`src/rtl/tdm_timing_pkg.sv`:
```
package tdm_timing_pkg;

    localparam int FRAME_W = 4;

    // Frame length in bits for a framing code.
    function automatic int frame_bits(input int code);
        return (code == 0) ? 193 : (128 << code);
    endfunction

    // Frames in one multiframe for a framing code.
    function automatic int frames_per_mf(input int code);
        return (code == 0) ? 12 : 16;
    endfunction

    // Timeslots in one frame for a framing code.
    function automatic int slots_per_frame(input int code);
        return (code == 0) ? 24 : (frame_bits(code) / 8);
    endfunction

    // Counter width that covers the longest frame of a bus.
    function automatic int bit_width(input int max_code);
        return $clog2(frame_bits(max_code));
    endfunction

    // Timeslot seen at a given bit; the 193-bit framing bit maps to 0.
    function automatic int slot_of(input int code, input int bit_idx);
        if (code == 0)
            return (bit_idx == 0) ? 0 : (bit_idx - 1) / 8;
        return bit_idx / 8;
    endfunction

endpackage

```
`src/rtl/tdm_mode_check.sv`:
```
module tdm_mode_check (
    input  logic       clk,
    input  logic       rst_n,
    input  logic       bus_mode,
    input  logic [1:0] frame_mode,
    output logic       invalid
);

    logic bad_no_mf;
    logic bad_with_mf;

    always_comb begin
        bad_no_mf   = !bus_mode && (frame_mode == 2'b00);
        bad_with_mf = bus_mode && frame_mode[1];
        invalid     = bad_no_mf | bad_with_mf;
    end

    p_legal_pairs_r8: assert property (@(posedge clk) disable iff (!rst_n)
        (bus_mode && !frame_mode[1]) || (!bus_mode && frame_mode != 2'b00) |-> !invalid)
        else $error("p_legal_pairs_r8");

endmodule

```
`src/rtl/tdm_bus_counter.sv`:
```
module tdm_bus_counter
    import tdm_timing_pkg::*;
#(
    parameter  int MAX_CODE = 3,
    localparam int BW       = bit_width(MAX_CODE),
    localparam int SW       = BW - 3
) (
    input  logic               clk,
    input  logic               rst_n,
    input  logic [1:0]         mode_req,
    output logic [BW-1:0]      bit_cnt,
    output logic [SW-1:0]      slot,
    output logic [FRAME_W-1:0] frame,
    output logic               fsync,
    output logic               msync
);

    typedef struct packed {
        logic [1:0]         mode;
        logic [BW-1:0]      bits;
        logic [SW-1:0]      slot;
        logic [FRAME_W-1:0] frame;
    } bus_state_t;

    bus_state_t st_d, st_q;
    logic [1:0] code_eff;
    logic       last_bit;

    // Codes beyond what this bus supports fall back to its largest frame.
    generate
        if (MAX_CODE >= 3) begin : g_full_range
            assign code_eff = mode_req;
        end else begin : g_clamped
            assign code_eff = (int'(mode_req) > MAX_CODE) ? 2'(MAX_CODE) : mode_req;
        end
    endgenerate

    assign last_bit = (int'(st_q.bits) == frame_bits(int'(st_q.mode)) - 1);

    always_comb begin
        st_d = st_q;
        if (last_bit) begin
            st_d.mode = code_eff;
            st_d.bits = '0;
            if (int'(st_q.frame) >= frames_per_mf(int'(code_eff)) - 1)
                st_d.frame = '0;
            else
                st_d.frame = st_q.frame + 1'b1;
        end else begin
            st_d.bits = st_q.bits + 1'b1;
        end
        st_d.slot = SW'(slot_of(int'(st_d.mode), int'(st_d.bits)));
    end

    always_ff @(posedge clk or negedge rst_n) begin
        if (!rst_n)
            st_q <= '0;
        else
            st_q <= st_d;
    end

    assign bit_cnt = st_q.bits;
    assign slot    = st_q.slot;
    assign frame   = st_q.frame;
    assign fsync   = (st_q.bits == '0);
    assign msync   = fsync && (st_q.frame == '0);

    p_bit_step_r2: assert property (@(posedge clk) disable iff (!rst_n)
        !last_bit |=> bit_cnt == $past(bit_cnt) + 1'b1)
        else $error("p_bit_step_r2");

    p_bit_wrap_r2: assert property (@(posedge clk) disable iff (!rst_n)
        last_bit |=> bit_cnt == '0)
        else $error("p_bit_wrap_r2");

    p_slot_bound_r4: assert property (@(posedge clk) disable iff (!rst_n)
        int'(slot) < slots_per_frame(int'(st_q.mode)))
        else $error("p_slot_bound_r4");

    p_msync_in_fsync_r6: assert property (@(posedge clk) disable iff (!rst_n)
        msync |-> fsync)
        else $error("p_msync_in_fsync_r6");

    p_mode_hold_r9: assert property (@(posedge clk) disable iff (!rst_n)
        !last_bit |=> $stable(st_q.mode))
        else $error("p_mode_hold_r9");

endmodule

```
`src/rtl/tdm_frame_timer.sv`:
```
module tdm_frame_timer
    import tdm_timing_pkg::*;
#(
    parameter  int EXP_MAX_CODE = 3,
    parameter  int LOC_MAX_CODE = 1,
    localparam int EXP_BW       = bit_width(EXP_MAX_CODE),
    localparam int LOC_BW       = bit_width(LOC_MAX_CODE)
) (
    input  logic               clk,
    input  logic               rst_n,
    input  logic [1:0]         frame_mode,
    input  logic               bus_mode,
    output logic [EXP_BW-1:0]  exp_bit_cnt,
    output logic [EXP_BW-4:0]  exp_slot,
    output logic [FRAME_W-1:0] exp_frame,
    output logic               exp_fsync,
    output logic               exp_msync,
    output logic [LOC_BW-1:0]  loc_bit_cnt,
    output logic [LOC_BW-4:0]  loc_slot,
    output logic [FRAME_W-1:0] loc_frame,
    output logic               loc_fsync,
    output logic               loc_msync,
    output logic               mode_invalid
);

    logic exp_msync_int;

    tdm_bus_counter #(.MAX_CODE(EXP_MAX_CODE)) u_exp (
        .clk      (clk),
        .rst_n    (rst_n),
        .mode_req (frame_mode),
        .bit_cnt  (exp_bit_cnt),
        .slot     (exp_slot),
        .frame    (exp_frame),
        .fsync    (exp_fsync),
        .msync    (exp_msync_int)
    );

    tdm_bus_counter #(.MAX_CODE(LOC_MAX_CODE)) u_loc (
        .clk      (clk),
        .rst_n    (rst_n),
        .mode_req (frame_mode),
        .bit_cnt  (loc_bit_cnt),
        .slot     (loc_slot),
        .frame    (loc_frame),
        .fsync    (loc_fsync),
        .msync    (loc_msync)
    );

    tdm_mode_check u_check (
        .clk        (clk),
        .rst_n      (rst_n),
        .bus_mode   (bus_mode),
        .frame_mode (frame_mode),
        .invalid    (mode_invalid)
    );

    // The internal multiframe keeps running; only the pin is suppressed.
    assign exp_msync = exp_msync_int & bus_mode;

    p_exp_msync_off_r7: assert property (@(posedge clk) disable iff (!rst_n)
        !bus_mode |-> !exp_msync)
        else $error("p_exp_msync_off_r7");

    p_fsync_aligned_r5: assert property (@(posedge clk) disable iff (!rst_n)
        (frame_mode == 2'b00 && exp_fsync && loc_fsync) |=> (exp_fsync == loc_fsync))
        else $error("p_fsync_aligned_r5");

endmodule

```
`config.mk`:
```
export PLATFORM = sky130hd
export DESIGN_NAME = tdm_frame_timer
export DESIGN_NICKNAME = d
export VERILOG_FILES = /design/src/rtl/tdm_timing_pkg.sv /design/src/rtl/tdm_mode_check.sv /design/src/rtl/tdm_bus_counter.sv /design/src/rtl/tdm_frame_timer.sv
export SDC_FILE = /design/constraint.sdc
export NUM_CORES = 1
export LEC_CHECK = 0
export BUFFER_PORTS_ARGS = -buffer_cell sky130_fd_sc_hd__buf_2
export CORE_ASPECT_RATIO = 0.8
export CORE_MARGIN = 5
export CORE_UTILIZATION = 50
export CTS_CLUSTER_SIZE = 24
export DETAILED_ROUTE_END_ITERATION = 6
export PLACE_DENSITY = 0.75
export SYNTH_ARGS = -nofsm -noshare
export SYNTH_HDL_FRONTEND = slang
export SYNTH_SLANG_ARGS = --single-unit
```
`constraint.sdc`:
```
create_clock -name clk -period 3.2 [get_ports clk]
set_input_delay 0.16 -clock clk [delete_from_list [all_inputs] [get_ports clk]]
set_output_delay 0.16 -clock clk [all_outputs]
set_load 0.02 [all_outputs]
```
# After elaboration in Yosys (flattened, before gate mapping)
# Index checks and enable logic that the tools add are counted.
# totals
input_bits,5
mem_bits_rw,0
memories,0
output_inout_bits,43
latch_bits,0
rom_bits,0
reg_bits,42
# op_classes
n_eq_ne,2
n_lt_le_gt_ge,3
multipliers,0
add_sub_neg,12
shift,2
n_div,0
bitwise,4
mux,19
n_reduce_logical,20
# ops
cell,n
$sub 32x2->32 const B,4
$ge 5x32->1,2
$mux 32,2
$shl 8x2->32 const A,2
$eq 11x32->1,1
$eq 9x32->1,1
$mux 5,5
$mux 7,3
$logic_not 10->1,2
$logic_not 8->1,2
$logic_not 2->1,7
$sub 10x1->11 const B,1
$add 10x1->10 const B,1
$mux 10,1
$sub 8x1->9 const B,1
$add 4x1->4 const B,2
$add 8x1->8 const B,1
$logic_not 4->1,2
$mux 4,2
$mux 8,1
$add 7x1->7,1
$mux 2,3
$reduce_or 3->1,2
$add 5x1->5,1
6 further kinds,12

# Depth between registers and ports, before layout
# depth
depth_word,12
ltp_mapped,14
depth_no_buf,13

# Modules after synthesis
# A second synthesis with hierarchy kept.
# unflattened
hier_cells,358
hier_area_um2,3178.0
# modules_own_cells
module,cells_per_inst,area_per_inst_um2,instances
tdm_bus_counter (u_exp),207,1803.0,1
tdm_bus_counter (u_loc),148,1356.3,1
tdm_mode_check,2,12.5,1
tdm_frame_timer,1,6.3,1

# Worst setup path before layout
# No wires, ideal clock.
# synth_timing
kind,flip-flop to flip-flop
from,register u_exp.st_q[22] in the netlist's numbering
to,"register u_exp.st_q, in the netlist u_exp.slot[2]"
required_ns,3.079
slack_ns,0.182
synth_period_minus_slack_ns,3.018
arrival_ns,2.897
path_stages_with_launch,15
setup_ns,0.121
path_cell_list,dfrtp_1 > or2_4 > ha_1 > xnor2_1 > nor3_1 > o211a_4 > or2_1 > buf_6 > inv_2 > nor4_4 > ha_1 > ha_1 > xnor2_1 > o21ai_1 > o2bb2ai_1
# synth_lines
item,line,source
"start, declared",tdm_bus_counter.sv:25,"bus_state_t st_d, st_q;"
"start signal, assigned",tdm_bus_counter.sv:59,st_q <= st_d;

==> results.ini <==
[worst_setup_path]
max_stage_delay_ps = 410
cp.required_ps = 3380
crit_buf_inv = 2
crit_slowest_cell = dfrtp_1
crit_path_max_fanout = 8
critPathCaptureType = flip-flop
critPathLaunchType = flip-flop
critical-path-top-delay-family = simple AND/OR/NAND/NOR gates
worst-setup-path-type = flip-flop to flip-flop
worstPathArrival_ps = 3300
crit_chain = or2_4 -> ha_1 -> xnor2_1 -> nor3_2 -> o211a_4 -> or2_4 -> inv_2 -> nor4_4 -> ha_2 -> buf_4 -> o21ai_1 -> xnor2_1 -> o31ai_1

[synth]
synth_top_flop_cell = dfrtp_1
synth_enable_flop_cells = 0
yosys.area_share.xor_xnor = 0.06247
synth_top_family_by_area = simple AND/OR/NAND/NOR gates
syn_nets = 341
async_flop_share = 1.000
syn_avg_cell_area_um2 = 9.200
yosysWarnings = 0
synth_area_um2 = 2944
ys_types = 54
yosys.area_share.simple = 0.2193
yosysSeqAreaShare = 0.3570
synth_mux_area_frac = 0.02805
yosys.area_share.adder = 0.06800
syn_inst = 320
synth_compound_area_frac = 0.1288
ys_ff_latch = 42

[grt]
grt_pass1_wl_um = 10470
grt_use_met2 = 0.2540
grt_pass1_vias = 2159
grt_usage = 0.1734
antenna_found_initial = 0
grt_start_max_net_pins = 43
grtUsageMet3 = 0.03544
grt.busiest_layer = met1
overflow = 0
grt_use_met1 = 0.2586

[placement]
io_buffers = 47
post-place-ws_ps = -41.64
gp_congestion = 0.9200
dpl.hpwl_um = 4571

[run_status]
status = complete, no violations

[detailed_routing]
drtIter0Drc = 102
wl_per_cell_um = 14.56
vias = 2287
via_per_inst = 5.369
finalWirelength_um = 6202
drc_errors = 0
dr.pass1.iters = 4
ant_nets = 0

[cts]
postCtsHoldBufs = 0
clk_pin_slew_ps = 80
numCtsBuffers = 5
cts_buffer_depth = 2
cts.sinks = 42
clock_latency_ps = 290
h-tree-depth = 2
tritoncts = yes
root_buffer = clkbuf_8

[floorplanning]
core_area_um2 = 5818
dieWidth_um = 95.79
start_util = 0.5060
die_y_um = 78.64
die_area_um2 = 7532
io_pins = 48
rows = 25

[timing]
maxSlewViolCount = 0
timing.setup.tns_ps = 0
fin_ws_ps = 78.41
post-route-period-util = 0.9755
finalHoldViolations = 0
whs_ps = 21.32
setup_violations = 0
post-route-min-period_ps = 3122
slew-limit-headroom = 0.3629
fmax_mhz = 320.3
worst_pin_slew_ps = 955.7
fin_skew_ps = 5.722

[finish]
area_growth_pct = 9.052
final_cell_mix = buf_2 (47), dfrtp_1 (42), nand2_1 (28)
finalNetCount = 365
num_antenna_cells = 0
final_common_cell = buf_2
drive_above_1_share = 0.2696

[hold_path]
hp-class = primary input to asynchronous set/reset pin

[pwr]
power_mw = 0.9755
vdd_drop_max_uv = 177.8
p_leak_nw = 1.508
p_per_area_nw_per_um2 = 303.8

[flow_run]
cap_violations = 0

==> final timing paths <==
check | start | to | slack, ps | cells after the start
max reg2reg | u_exp.st_q[21] | u_exp.slot[3] | 80 | 13
min reg2reg | u_loc.frame[3] | u_loc.frame[3] | 570 | 1
min in group clk | frame_mode[1] | u_exp.st_q[22] | 130 | 2
min | rst_n | u_exp.slot[1] | 20 | 1
max | u_exp.st_q[21] | u_exp.slot[3] | 80 | 13
max in group asynchronous | rst_n | u_exp.st_q[21] | 2590 | 1
==> kinds of logic after synthesis <==
| group | Yosys count |
|---|---|
| flops | 42 |
| xor+xnor | 21 |
| fa+ha+maj | 16 |
| compound gates | 55 |
| buf+inv | 64 |
| mux | 8 |
| simple gates | 114 |
==> stage by stage <==
stage / instance area [um^2] / std cells / util
floorplan: 2944 / 320 / -
detailed placement: 3033 / 415 / 0.5213
global placement: 3033 / 415 / 0.5213
finish: 3211 / 426 / 0.5518
CTS: 3148 / 423 / 0.5411
global route: 3211 / 426 / 0.5518
==> power by group <==
part           internal [mW]  total, mW  switching [mW]
Sequential             0.531      0.532        0.000939
Clock                  0.233      0.413           0.180
Combinational        0.00818     0.0300          0.0218
==> layer usage <==
layer / vias up / share of wire
li1: 1130 / -
met1: 1104 / 0.51
met2: 48 / 0.43
met3: 5 / 0.053
met4: 0 / 0.0071
met5: - / 0
==> what timing repair did <==
| item | 4_1_cts | 5_1_grt |
|---|---|---|
| pin swaps | 0 | 6 |
| buffers inserted | 0 | 3 |
| hold endpoints to repair | 0 | 0 |
| endpoints found under the setup margin | 1 | 6 |
| resized for setup | 1 | 9 |
| cloned | 0 | 0 |
==> state kept, by name, indices dropped and copies added, names as in the netlist <==
name and cells:
u_exp.st_q 2, u_loc.slot 5, u_exp.frame 4, u_exp.slot 7, u_loc.st_q 2, u_loc.frame 4
u_loc.bit_cnt 8, u_exp.bit_cnt 10
==> worst reg2reg max path: stages, from the launching register on <==
cell     delay [ps]
dfrtp_1         410
or2_4           280
ha_1            310
xnor2_1         150
nor3_2          270
o211a_4         250
or2_4           140
inv_2            50
nor4_4          280
ha_2            260
buf_4           130
o21ai_1          80
xnor2_1         170
o31ai_1         240
==> synthesized netlist by cell type, types with 4 or more instances <==
cell type,instances,share of area
inv_1,20,0.025
nor2_1,21,0.027
and2_1,4,0.0085
buf_4,38,0.097
ha_1,16,0.068
nand3_1,18,0.031
xnor2_1,15,0.045
o31ai_1,5,0.013
nand2_1,28,0.036
mux2i_1,6,0.020
xor2_1,6,0.018
nor4_1,4,0.0085
a21oi_1,5,0.0085
dfrtp_1,42,0.36
nor3_1,5,0.0085
o21ai_0,19,0.032
==> cell type report <==
| cell class | instances | area [um^2] |
|---|---|---|
| clock buffer | 6 | 72.57 |
| multi-input combinational | 214 | 1536 |
| fill | 552 | 2608 |
| sequential | 42 | 1051 |
| timing repair buffer | 60 | 332.8 |
| tap | 81 | 101.3 |
| inverter | 21 | 78.83 |
| clock inverter | 2 | 37.54 |
Power figures use the tool's default switching activity.
